--- src/rtl/muldivPkg.sv ---
package muldivPkg;

  typedef enum logic [1:0] {
    ST_IDLE = 2'd0,
    ST_RUN  = 2'd1,
    ST_FIX  = 2'd2
  } ctrlState_t;

  // Strobes from the control to the datapath.
  typedef struct packed {
    logic load;    // capture operands, begin an operation
    logic step;    // one iteration
    logic finish;  // sign fix-up and result write
    logic setHi;   // write HI from opA
    logic setLo;   // write LO from opA
  } mdStrobe_t;

endpackage

--- src/rtl/muldivControl.sv ---
module muldivControl
  import muldivPkg::*;
#(
  parameter int W = 32
) (
  input  logic       clk,
  input  logic       rstN,
  input  logic       cmdValid,
  input  logic [2:0] cmdOp,
  output mdStrobe_t  st,
  output logic       busy
);

  localparam int IW = (W > 1) ? $clog2(W) : 1;
  localparam logic [IW-1:0] LAST = IW'(W - 1);

  ctrlState_t state;
  logic [IW-1:0] iter;
  logic isStart, isMove;

  assign isStart = cmdValid && !cmdOp[2];
  assign isMove  = cmdValid && cmdOp[2] && cmdOp[1];
  assign busy    = (state != ST_IDLE);

  always_comb begin
    st        = '0;
    st.load   = isStart;
    st.setHi  = isMove && !cmdOp[0];
    st.setLo  = isMove && cmdOp[0];
    st.step   = (state == ST_RUN) && !isStart && !isMove;
    st.finish = (state == ST_FIX) && !isStart && !isMove;
  end

  always_ff @(posedge clk) begin
    if (!rstN) begin
      state <= ST_IDLE;
      iter  <= '0;
    end else if (isStart) begin
      state <= ST_RUN;
      iter  <= '0;
    end else if (isMove) begin
      state <= ST_IDLE;
      iter  <= '0;
    end else begin
      case (state)
        ST_RUN: begin
          if (iter == LAST) state <= ST_FIX;
          iter <= iter + 1'b1;
        end
        ST_FIX:  state <= ST_IDLE;
        default: state <= ST_IDLE;
      endcase
    end
  end

  // an accepted start leaves the unit busy at the next edge
  a_r6_start_busy: assert property (@(posedge clk) disable iff (!rstN)
    st.load |=> busy);

  // a start, even while busy, restarts the iteration from zero
  a_r10_restart: assert property (@(posedge clk) disable iff (!rstN)
    st.load |=> (state == ST_RUN && iter == '0));

  // a register write always leaves the unit idle
  a_r11_move_cancels: assert property (@(posedge clk) disable iff (!rstN)
    isMove |=> !busy);

  // the fix-up cycle ends the operation
  a_r6_fix_ends: assert property (@(posedge clk) disable iff (!rstN)
    st.finish |=> !busy);

endmodule

--- src/rtl/muldivDatapath.sv ---
module muldivDatapath
  import muldivPkg::*;
#(
  parameter int W = 32
) (
  input  logic         clk,
  input  logic         rstN,
  input  mdStrobe_t    st,
  input  logic [1:0]   opKind,   // [1] divide, [0] unsigned
  input  logic [W-1:0] opA,
  input  logic [W-1:0] opB,
  output logic [W-1:0] hiOut,
  output logic [W-1:0] loOut
);

  logic [W-1:0] hiReg, loReg;
  logic [W-1:0] accHi, accLo, mcand;
  logic         isDiv, negRes, negRem, divZero;

  // Operand magnitudes for the signed forms
  logic         aNeg, bNeg;
  logic [W-1:0] aMag, bMag;
  assign aNeg = !opKind[0] && opA[W-1];
  assign bNeg = !opKind[0] && opB[W-1];
  assign aMag = aNeg ? (~opA + 1'b1) : opA;
  assign bMag = bNeg ? (~opB + 1'b1) : opB;

  // One shift-add multiply step
  logic [W:0] mulSum;
  assign mulSum = {1'b0, accHi} + (accLo[0] ? {1'b0, mcand} : '0);

  // One restoring divide step
  logic [W:0] divShift, divDiff;
  assign divShift = {accHi, accLo[W-1]};
  assign divDiff  = divShift - {1'b0, mcand};

  // Sign fix-up
  logic [2*W-1:0] prodMag, prodFix;
  logic [W-1:0]   quoFix, remFix;
  assign prodMag = {accHi, accLo};
  assign prodFix = negRes ? (~prodMag + 1'b1) : prodMag;
  assign quoFix  = divZero ? '1 : (negRes ? (~accLo + 1'b1) : accLo);
  assign remFix  = negRem ? (~accHi + 1'b1) : accHi;

  always_ff @(posedge clk) begin
    if (!rstN) begin
      hiReg   <= '0;
      loReg   <= '0;
      accHi   <= '0;
      accLo   <= '0;
      mcand   <= '0;
      isDiv   <= 1'b0;
      negRes  <= 1'b0;
      negRem  <= 1'b0;
      divZero <= 1'b0;
    end else begin
      if (st.load) begin
        isDiv   <= opKind[1];
        negRes  <= aNeg ^ bNeg;
        negRem  <= aNeg;
        divZero <= (opB == '0);
        accHi   <= '0;
        accLo   <= opKind[1] ? aMag : bMag;
        mcand   <= opKind[1] ? bMag : aMag;
      end else if (st.step) begin
        if (isDiv) begin
          accHi <= divDiff[W] ? divShift[W-1:0] : divDiff[W-1:0];
          accLo <= {accLo[W-2:0], !divDiff[W]};
        end else begin
          accHi <= mulSum[W:1];
          accLo <= {mulSum[0], accLo[W-1:1]};
        end
      end
      if (st.finish) begin
        if (isDiv) begin
          hiReg <= remFix;
          loReg <= quoFix;
        end else begin
          hiReg <= prodFix[2*W-1:W];
          loReg <= prodFix[W-1:0];
        end
      end
      if (st.setHi) hiReg <= opA;
      if (st.setLo) loReg <= opA;
    end
  end

  assign hiOut = hiReg;
  assign loOut = loReg;

  // HI changes only through a finish or its own write strobe
  a_r9_hi_hold: assert property (@(posedge clk) disable iff (!rstN)
    (!st.finish && !st.setHi) |=> $stable(hiReg));

  // LO changes only through a finish or its own write strobe
  a_r9_lo_hold: assert property (@(posedge clk) disable iff (!rstN)
    (!st.finish && !st.setLo) |=> $stable(loReg));

  // a divide by zero leaves LO all ones
  a_r5_divzero_lo: assert property (@(posedge clk) disable iff (!rstN)
    (st.finish && isDiv && divZero) |=> (loReg == '1));

endmodule

--- src/rtl/muldivUnit.sv ---
module muldivUnit
  import muldivPkg::*;
(
  input  logic        clk,
  input  logic        rstN,
  input  logic        cmdValid,
  input  logic [2:0]  cmdOp,
  input  logic [31:0] opA,
  input  logic [31:0] opB,
  output logic [31:0] rdData,
  output logic        rdValid,
  output logic        busy,
  output logic        stall
);

  localparam int W = 32;

  mdStrobe_t st;
  logic [W-1:0] hiVal, loVal;
  logic isRead;

  muldivControl #(.W(W)) i_ctrl (
    .clk(clk), .rstN(rstN), .cmdValid(cmdValid), .cmdOp(cmdOp),
    .st(st), .busy(busy)
  );

  muldivDatapath #(.W(W)) i_dp (
    .clk(clk), .rstN(rstN), .st(st), .opKind(cmdOp[1:0]),
    .opA(opA), .opB(opB), .hiOut(hiVal), .loOut(loVal)
  );

  assign isRead  = cmdValid && cmdOp[2] && !cmdOp[1];
  assign rdData  = cmdOp[0] ? loVal : hiVal;
  assign rdValid = isRead && !busy;
  assign stall   = isRead && busy;

endmodule

--- config.mk ---
export PLATFORM = sky130hd
export DESIGN_NAME = muldivUnit
export DESIGN_NICKNAME = d
export VERILOG_FILES = /design/src/rtl/muldivPkg.sv /design/src/rtl/muldivControl.sv /design/src/rtl/muldivDatapath.sv /design/src/rtl/muldivUnit.sv
export SDC_FILE = /design/constraint.sdc
export NUM_CORES = 1
export LEC_CHECK = 0
export CAP_MARGIN = 20
export CORE_MARGIN = 4
export CORE_UTILIZATION = 30
export CTS_BUF_LIST = sky130_fd_sc_hd__clkbuf_2 sky130_fd_sc_hd__clkbuf_4 sky130_fd_sc_hd__clkbuf_8
export DETAILED_ROUTE_END_ITERATION = 8
export DONT_BUFFER_PORTS = 1
export PLACE_DENSITY_LB_ADDON = 0.2
export SETUP_SLACK_MARGIN = 0.15
export SYNTH_ARGS = -nofsm -noshare
export SYNTH_HDL_FRONTEND = slang
export SYNTH_SLANG_ARGS = --single-unit
--- constraint.sdc ---
create_clock -name clk -period 9.9 [get_ports clk]
set_clock_uncertainty 0.1 [all_clocks]
set_input_delay 2.97 -clock clk [delete_from_list [all_inputs] [get_ports clk]]
set_output_delay 2.97 -clock clk [all_outputs]
set_load 0.02 [all_outputs]
# [Word level (Yosys, flattened, before mapping)]
# Cells that the tools add are included.
[word_totals] elab_cells=86 ramBits=0 n_memories=0 input_bits=70 latch_bits=0 register_bits=171 mem_bits_ro=0
[op_classes] n_reduce_logical=29 n_addsub=8 n_mux=25 bitwise_logic=8 n_mul=0 magnitude_cmp=0 n_div=0 eq_ne=4 shifts=0
[op_table] op="32-bit two-way mux" count=20
[op_table] op="32-bit by 1-bit adder with 32-bit output (second input constant)" count=4
[op_table] op="32-bit inverter" count=4
[op_table] op="64-bit by 1-bit adder with 64-bit output (second input constant)" count=1
[op_table] op="64-bit two-way mux" count=1
[op_table] op="64-bit inverter" count=1
[op_table] op="32-bit by 33-bit adder with 33-bit output" count=1
[op_table] op="33-bit by 32-bit subtractor with 33-bit output" count=1
[op_table] op="32-bit logical NOT" count=1
[op_table] op="1-bit logical AND" count=14
[op_table] op="2-bit nonzero test" count=4
[op_table] op="1-bit logical NOT" count=7
[op_table] op="5-bit by 1-bit adder with 5-bit output (second input constant)" count=1
[op_table] op="5-bit equality test (second input constant)" count=1
[op_table] op="1-bit two-way mux" count=4
[op_table] op="4-bit by 2-bit inequality test with 1-bit output (second input constant)" count=1
[op_table] op="4-bit OR reduction" count=1
[op_table] op="3-bit OR reduction" count=1
[op_table] op="2-bit by 1-bit equality test with 1-bit output (second input constant)" count=1
[op_table] op="2-bit equality test (second input constant)" count=1
[op_table] op="1-bit inverter" count=2
[op_table] op="2-bit OR reduction" count=1
[op_table] op="1-bit XOR" count=1

# [Logic depth before layout (Yosys ltp)]
# Gate-level depths: netlist (run 1).
[depth] depth_word=7 depth_mapped=14 depth_no_buf=12

# [Cells and area by module]
# Synthesis (run 1) repeated with hierarchy kept, for this count alone.
[unflattened] cells_unflattened=2095 hier_area_um2=15603.7
[by_module_without_submodules] module="muldivDatapath" instances=1 area_each_um2=14662.8 seq_area_each_um2=3283.1 cells_each=2015
[by_module_without_submodules] module="muldivUnit" instances=1 area_each_um2=564.3 seq_area_each_um2=0.0 cells_each=38
[by_module_without_submodules] module="muldivControl" instances=1 area_each_um2=376.6 seq_area_each_um2=140.1 cells_each=42

# [Least setup slack after synthesis (run 1)]
# OpenSTA, ideal clock, no wires.
[synth_timing] path_type="input -> output" startpoint="in cmdOp[1]" endpoint="out stall" arrival_time_ps=4077 t_required_ps=6830 slack_ps=2753 path_stages=4 path_cell_list="clkbuf_1 -> clkbuf_1 -> clkbuf_1 -> nor3b_1"
[synth_via] elab_chain_len=3
[synth_lines] item="start, declared" line="muldivUnit.sv:7" rtl="input logic [2:0] cmdOp,"
[synth_lines] item="1-bit logical NOT" line="muldivUnit.sv:32" rtl="assign isRead = cmdValid && cmdOp[2] && !cmdOp[1];"
[synth_lines] item="1-bit logical AND" line="muldivUnit.sv:32"
[synth_lines] item="1-bit logical AND" line="muldivUnit.sv:35" rtl="assign stall = isRead && busy;"
[synth_lines] item="end, declared" line="muldivUnit.sv:13" rtl="output logic stall"
# No other way between the ends.

# [Worst setup path in the final report (run 1)]
[layout_timing] startpoint="in cmdOp[2]" endpoint="out stall"
[layout_via] elab_chain_len=3
[layout_lines] item="1-bit logical AND (2 in series)" line="muldivUnit.sv:32"
[layout_lines] item="1-bit logical AND" line="muldivUnit.sv:35"
# No other way between the ends.

==> results of run 1 <==
-- worst paths after layout --
path / startpoint / to / cells after the start
max: cmdOp[2] / stall / 2
min: i_dp.mcand[3] / i_dp.mcand[3] / 2
max reg2reg: i_dp.accLo[31] / i_dp.accHi[24] / 12
min reg2reg: i_dp.mcand[3] / i_dp.mcand[3] / 2
-- power groups by stage --
stage	sequential (W)	combinational [W]	clock (W)
global placement	0.000771	0.000525	0
global route	0.000760	0.000587	0.000568
detailed placement	0.000771	0.000527	0
finish	0.000755	0.000536	0.000530
floorplan	0.000750	0.000414	0
CTS	0.000755	0.000530	0.000539
-- cells in the final DEF, fill, tap and decap left out, types with 15 or more instances in the layout --
master and n:
a211oi_1 27, a21o_1 31, a21oi_1 223, a221oi_1 19, a22oi_1 29, a31oi_1 17, buf_4 24, clkbuf_8 18
dfxtp_1 170, ha_1 70, inv_1 68, mux2_2 34, mux2i_1 47, nand2_1 184, nand2b_1 16, nand3_1 39
nor2_1 175, nor2b_1 15, nor3_1 34, nor4_1 17, o211ai_1 47, o21a_1 15, o21ai_0 134, o221ai_1 32
o22ai_1 28, o31ai_1 20, o41ai_1 17, xnor2_1 88, xor2_1 88
-- cell families (layout without fill, tap and decap cells) --
family / Yosys count / after routing
AOI/OAI and AO/OA: 699 / 699
adders and majority gates: 72 / 72
and+or+nand+nor: 576 / 576
buffers and inverters: 207 / 126
muxes: 83 / 83
xor gates and xnor gates: 176 / 176
DFF: 171 / 171
-- through the flow --
step / instance area, µm² / setup WS (ps) / cells / util, %
finish: 15600 / 3247 / 2559 / 32.40
global route: 15600 / 3226 / 2559 / 32.40
floorplan: 14740 / 2753 / 1984 / -
global placement: 15200 / 3221 / 2526 / 31.57
CTS: 15590 / 3243 / 2558 / 32.38
detailed placement: 15200 / 3245 / 2526 / 31.57
-- sequential cells by signal, summed over array words and instances, names as in the netlist --
signal        count
i_dp.accHi       32
i_dp.hiOut       32
i_dp.mcand       32
i_dp.negRes       1
i_ctrl.state      2
i_dp.divZero      1
i_dp.negRem       1
i_dp.isDiv        1
i_dp.accLo       32
i_ctrl.iter       5
i_dp.loOut       32
-- layout make-up --
type,count,area share (%)
flip-flops and latches,171,21.97
repair buffers,25,1.227
clock buffers,19,1.636
multi-input cells,1606,67.39
well taps,656,5.261
inverters,69,1.660
clock inverters,13,0.8582
-- per-layer routing --
metal	up-vias	routed length [µm]	GRT usage [%]
met2	460	25980	33.22
li1	7083	-	-
met3	58	3248	3.293
met5	-	119	1.654
met4	2	1101	4.603
met1	7211	26890	29.56
==> flow_summary.ini, run 1 <==
[run_status]
run_status = complete, no violations

[cts]
clkLatencyLatePin_ps = 510
post_cts_buffers = 0
root_buffer = clkbuf_8
h-tree-depth = 4
clock_sinks = 171
ctsResizeCount = 0
clk_pin_slew_ps = 100
clockBufferDepth = 2
ctsHoldBuffers = 0
cts_made_buffers = 17
cts_tree = built

[synth]
synthCells = 1984
synth_cell_types = 75
synth_compound_area_share_pct = 30.12
synth_edf_count = 0
syn-cell-area_um2 = 14740
synth_top_cell_by_area = dfxtp_1
synth_common_cells = a21oi_1 (223), nand2_1 (184), nor2_1 (178), dfxtp_1 (171), o21ai_0 (134)
synth-simple-area-share_pct = 18.48
yosys.area.top_type_share_pct = 23.23
synth_xor_area_share_pct = 10.46
yosysWarnings = 0
yosysMostFrequentCell = a21oi_1
ys_seq_area_share_pct = 23.23
dominantRegCellSynth = dfxtp_1
synthArstFlopShare_pct = 0
syn-num-nets = 2126
muxShareOfSynthArea_pct = 5.943
synth.avg_cell_area_um2 = 7.428
netlist_top_cells_area = dfxtp_1 (23%), a21oi_1 (7.6%), ha_1 (5.9%)
synth_seq_cells = 171
synth_top_family_by_area = compound AO/OA/AOI/OAI gates
yosys.area_share.adder_pct = 6.215

[detailed_routing]
drt_wl_total_um = 57330
detail-route-antenna-nets = 0
routed_via_density = 5.789
drt-wirelength-per-cell_um = 22.40
drt_iter0_markers = 1415
via_count = 14810
dr.pass1.iters = 5
remaining_drc_errors = 0

[final_layout]
multi_input_area_um2 = 10510
drive_gt1_share_pct = 6.306
fillerInstances = 5284
regArea_um2 = 3427
nets = 2032
n_antenna_cell = 0
areaGrowthSynthToFinish_pct = 5.859

[place]
hpwl_um = 43940
io_buffers = 0
place.gp.congestion = 0.8950

[power_and_ir_drop]
power_density_nw_per_um2 = 116.8
finalPower_w = 0.001822
leakagePower_nw = 5.726
seq_power_share_pct = 41.5
swShare_pct = 38.04
clkPwrFrac_pct = 29.1
ir_worst_vdd_mv = 0.07611
internal_power_w = 0.001129
power.net_switching_w = 0.0006928
p_comb_share_pct = 29.4

[sta]
fin_crit_ps = 6653
clock.fmax_ghz = 0.1503
setup_viol = 0
slew_headroom_pct = 30.20
tns_ps = 0
drv_slew = 0
period_share_pct = 67.20
rsz0062_at_grt = no
hold_violations = 0
tightestPinTransition_ps = 1046
whs_ps = 359.0

[setup_path]
worst_path_largest_cell_delay_ps = 560
required_ps = 6830
reg2reg_slack_ps = 5210
path_cells = nand2_1 -> nor3b_1
worstSetupPathType = in -> out
end_kind = primary output
crit_buf_inv = 0
cp-start-kind = input pin
critPathTopFamily = simple AND/OR/NAND/NOR gates
cp.arrival_ps = 3580
cp_slowest_cell = nor3b_1
cp_max_fo = 5

[floorplan]
num_io_pins = 105
rows = 80
die_area_um2 = 52730
core_um2 = 48150
die_y_um = 229.6
die_w_um = 229.6
start_util_pct = 30.61

[global_route]
antenna_found_initial = 0
grt_pass1_vias = 13800
grt_first_pass_wirelength_um = 86360
grt_max_degree = 70
grt_remaining_overflow = 0
grt.total_usage_pct = 20.86

[job]
cap_violations = 0

[min_path]
hp-class = reg -> reg
Note: power is estimated with default switching activity, not from simulation.
==> inputs of run 2 (changes only) <==
clock period = 6.7 ns   (was 9.9 ns; I/O delays follow)
==> run 2 against run 1 <==
Against the previous run: non-clock buffer count grew 1; flip-flop and latch count stayed put; critical path depth unchanged; final area barely moved; count of clock-buffer cells in the layout did not move; global-route usage grew 0.48 points; total power up 48%; die area unchanged; sequential power rose by 48%; critical endpoint unchanged; largest power group unchanged; highest routed layer is now met4.
==> flow_summary.ini, run 2 (synthesis gave the netlist of run 1 again) <==
[power_and_ir_drop]
finalPower_w = 0.002701
ir_worst_vdd_mv = 0.1072
power_density_nw_per_um2 = 173.1
leakagePower_nw = 5.730

[sta]
period_share_pct = 70.71
hold_violations = 0
tightestPinTransition_ps = 1084
setup_viol = 0
slew_headroom_pct = 27.73
rsz0062_at_grt = no
tns_ps = 0
drv_slew = 0
clock.fmax_ghz = 0.2111
fin_crit_ps = 4738

[detailed_routing]
dr.pass1.iters = 5
routed_via_density = 5.806
wl_met1_um = 26630
routed.top_layer = met4
via_count = 14860
drt_iter0_markers = 1291
drt-wirelength-per-cell_um = 22.75
route.met2.wl_um = 26780
remaining_drc_errors = 0
drt_wl_total_um = 58230
met3WireLength_um = 3478
detail-route-antenna-nets = 0

[place]
hpwl_um = 44780
postPlaceCellArea_um2 = 15220
io_buffers = 0
place.gp.congestion = 0.8841
place_inst = 2528

[cts]
h-tree-depth = 4
ctsHoldBuffers = 0
cts_made_buffers = 17
root_buffer = clkbuf_8
clockBufferDepth = 2
post_cts_buffers = 0
clkLatencyLatePin_ps = 510
clk_pin_slew_ps = 100
ctsResizeCount = 0
cts_tree = built
clock_sinks = 171

[setup_path]
reg2reg_slack_ps = 1990
worstSetupPathType = in -> out
critPathTopFamily = simple AND/OR/NAND/NOR gates
cp_max_fo = 5
cp_slowest_cell = nor3b_1
end_kind = primary output
crit_buf_inv = 0
worst_path_largest_cell_delay_ps = 570
cp.arrival_ps = 2630
reg2reg_to = i_dp.accHi[24]
reg2reg_from = i_dp.accLo[31]
worstRegToRegCells = 12
required_ps = 4590
path_cells = nand2_1 -> nor3b_1
cp-start-kind = input pin

[global_route]
antenna_found_initial = 0
grt_remaining_overflow = 0
grt_max_degree = 70
grt.total_usage_pct = 21.34
grt_pass1_vias = 14150
grt_first_pass_wirelength_um = 88640

[final_layout]
regArea_um2 = 3427
final_area_um2 = 15610
final_cell_mix = a21oi_1 (223), nand2_1 (184), nor2_1 (176)
multi_input_area_um2 = 10510
post-route-util_pct = 32.42
n_antenna_cell = 0
fillerInstances = 5240
final_common_cell = a21oi_1
post_layout_nonfiller_instances = 2560
nets = 2033
drive_gt1_share_pct = 6.303
areaGrowthSynthToFinish_pct = 5.910

[floorplan]
rows = 80
die_area_um2 = 52730
num_io_pins = 105
start_util_pct = 30.61
die_y_um = 229.6
die_w_um = 229.6
core_um2 = 48150

[min_path]
whs_path_depth = 2
min_to = i_dp.mcand[11]
hp-start = i_dp.mcand[11]
hp-class = reg -> reg

[run_status]
run_status = complete, no violations

[job]
cap_violations = 0
==> run 2: final cells by class <==
cell class	count	share of cell area [%]
tap	656	5.259
sequential	171	21.96
clock buffer	19	1.595
timing repair buffer	26	1.275
inverter	69	1.659
multi-input combinational	1606	67.34
clock inverter	13	0.9139
==> run 2: where the power goes <==
group          leakage (nW)  internal [W]  switching, W
combinational          4.14      0.000292      0.000500
clock                 0.194      0.000342      0.000449
sequential             1.39       0.00106     0.0000604
==> run 2: worst max path at each step <==
stage                endpoint  cells past startpoint  slack [ps]           start
6_report                stall                      2        1960        cmdOp[2]
5_1_grt        i_dp.accHi[24]                     12        1840  i_dp.accLo[31]
4_1_cts                 stall                      2        1970        cmdOp[2]
3_5_place_dp   i_dp.accLo[29]                      9        1760          opA[1]
3_3_place_gp   i_dp.mcand[24]                      8        1810          opB[6]
2_1_floorplan           stall                      4        1470        cmdOp[1]
==> run 2: stage by stage <==
stage	hold WS [ps]	setup slack, ps
CTS	358.9	1967
finish	358.3	1962
floorplan	331.9	1473
global placement	342.7	1809
global route	382.1	1837
detailed placement	344.0	1764
==> run 2: layer usage <==
layer  up-vias  GRT usage, %
met5         -             0
met4         0         5.097
met3        60         3.715
met2       457         34.61
met1      7258         29.52
li1       7088             -
==> inputs of run 3 (changes only) <==
clock period = 4.7 ns   (was 6.7 ns; I/O delays follow)
==> run 3 against run 2 <==
Against the previous run: sequential share of layout area is 0.14 points lower; flip-flop and latch count stayed put; wire length is 0.96% higher; clock power is 30% higher; combinational power is 43% higher; non-clock buffer count is 19 higher; critical path depth is 10 higher; worst hold slack better by 1.6 ps; die area stayed put; sequential power is 42% higher; total power is 39% higher.
==> flow_summary.ini, run 3 (synthesis gave the netlist of run 1 again) <==
[min_path]
hp-start = i_dp.mcand[4]
hp-class = reg -> reg

[detailed_routing]
via_count = 15010
met3WireLength_um = 3962
route.met2.wl_um = 26410
dr.pass1.iters = 6
wl_met1_um = 26440
remaining_drc_errors = 0
drt-wirelength-per-cell_um = 22.80
routed.top_layer = met4
routed_via_density = 5.821
drt_iter0_markers = 1488
drt_wl_total_um = 58790
detail-route-antenna-nets = 0

[floorplan]
num_io_pins = 105
rows = 80
die_w_um = 229.6
die_y_um = 229.6
start_util_pct = 30.61
core_um2 = 48150
die_area_um2 = 52730

[cts]
root_buffer = clkbuf_8
cts_made_buffers = 17
cts_tree = built
clk_pin_slew_ps = 100
clock_sinks = 171
clockBufferDepth = 2
ctsResizeCount = 0
h-tree-depth = 4
clkLatencyLatePin_ps = 500
ctsHoldBuffers = 0
post_cts_buffers = 0

[sta]
fin_crit_ps = 3974
drv_slew = 0
hold_violations = 0
tns_ps = 0
period_share_pct = 84.56
setup_viol = 0
rsz0062_at_grt = no
tightestPinTransition_ps = 976.2
clock.fmax_ghz = 0.2516
slew_headroom_pct = 34.92

[setup_path]
reg2reg_slack_ps = 730
worstRegToRegCells = 12
worst_path_largest_cell_delay_ps = 490
end_kind = flop
cp_slowest_cell = o21ai_0
path_cells = inv_1 -> nor2_1 -> ha_1 -> a211oi_1 -> o21bai_1 -> o21ai_0 -> a31oi_1 -> o221ai_1 -> xor2_1 -> a221oi_1 -> o31ai_1 -> a31oi_1
worstSetupPathType = reg -> reg
reg2reg_from = i_dp.accLo[0]
path_common_cell = a31oi_1
cp-start-kind = flop
crit_path_start = i_dp.accLo[0]
required_ps = 5030
cp-endpoint = i_dp.accHi[26]
cp_max_fo = 9
cp.arrival_ps = 4310
reg2reg_to = i_dp.accHi[26]

[final_layout]
post-route-util_pct = 32.62
final_cell_mix = a21oi_1 (223), nand2_1 (184), nor2_1 (176)
nets = 2052
final_common_cell = a21oi_1
areaGrowthSynthToFinish_pct = 6.580
n_antenna_cell = 0
drive_gt1_share_pct = 7.228

[power_and_ir_drop]
power_density_nw_per_um2 = 239.3
ir_worst_vdd_mv = 0.1624
leakagePower_nw = 5.815

[global_route]
grt.total_usage_pct = 21.46
grt_first_pass_wirelength_um = 88900
antenna_found_initial = 0
grt_remaining_overflow = 0
grt_pass1_vias = 14080
grt_max_degree = 70

[job]
cap_violations = 0

[place]
hpwl_um = 44830
place.gp.congestion = 0.8842
io_buffers = 0

[run_status]
run_status = complete, no violations
run 3: cell types whose count changed in the layout (fill, tap and decap cells not counted), moves of 2 or more:
| cell | change |
|---|---|
| clkinvlp_4 | -2 |
| inv_6 | +4 |
| bufinv_16 | -2 |
| buf_4 | +20 |
run 3: final cells by class:
class	instances	area [µm²]
clock inverters	14	110.1
well taps	656	820.8
repair buffers	45	337.8
fillers	5222	32440
inverters	69	259.0
multi-input cells	1606	10510
clock buffers	18	241.5
flip-flops and latches	171	3427
run 3: power by group:
group / leakage, nW / switching, W / total [W] / internal, W
logic: 4.24 / 0.000710 / 0.00113 / 0.000422
registers: 1.39 / 0.0000836 / 0.00159 / 0.00151
clock network: 0.182 / 0.000653 / 0.00103 / 0.000382
run 3: per-layer routing:
layer  track usage, %  vias to the layer above
met2            33.40                      561
li1                 -                     7114
met5                0                        -
met1            29.94                     7253
met3            3.939                       84
met4            7.037                        0
run 3: through the flow:
step	hold slack, ps	cell area [µm²]	total power [W]	std cells	setup WS [ps]
after floorplan	331.9	14740	0.002451	1984	673.5
after global placement	343.8	15350	0.002741	2547	633.2
after detailed placement	349.1	15350	0.002740	2547	575.1
after CTS	363.5	15710	0.003771	2579	738.5
after global routing	376.8	15710	0.003946	2579	332.3
final	359.9	15710	0.003758	2579	725.9
run 3: worst min path at each step:
stage,endpoint,cells after the start
2_1_floorplan,i_dp.mcand[10],2
3_3_place_gp,i_dp.mcand[4],2
3_5_place_dp,i_dp.mcand[5],2
4_1_cts,i_dp.mcand[3],2
5_1_grt,i_dp.mcand[5],2
6_report,i_dp.mcand[4],2
run 3: worst max-delay path, delay by kind of cell, from the launching register on:
family | cells | cell delay [ps]
AO/OA/AOI/OAI | 8 | 2450
XOR/XNOR | 1 | 170
adder cells (fa/ha/maj) | 1 | 340
buffers and inverters | 1 | 350
flip-flops | 1 | 390
AND/OR/NAND/NOR | 1 | 100
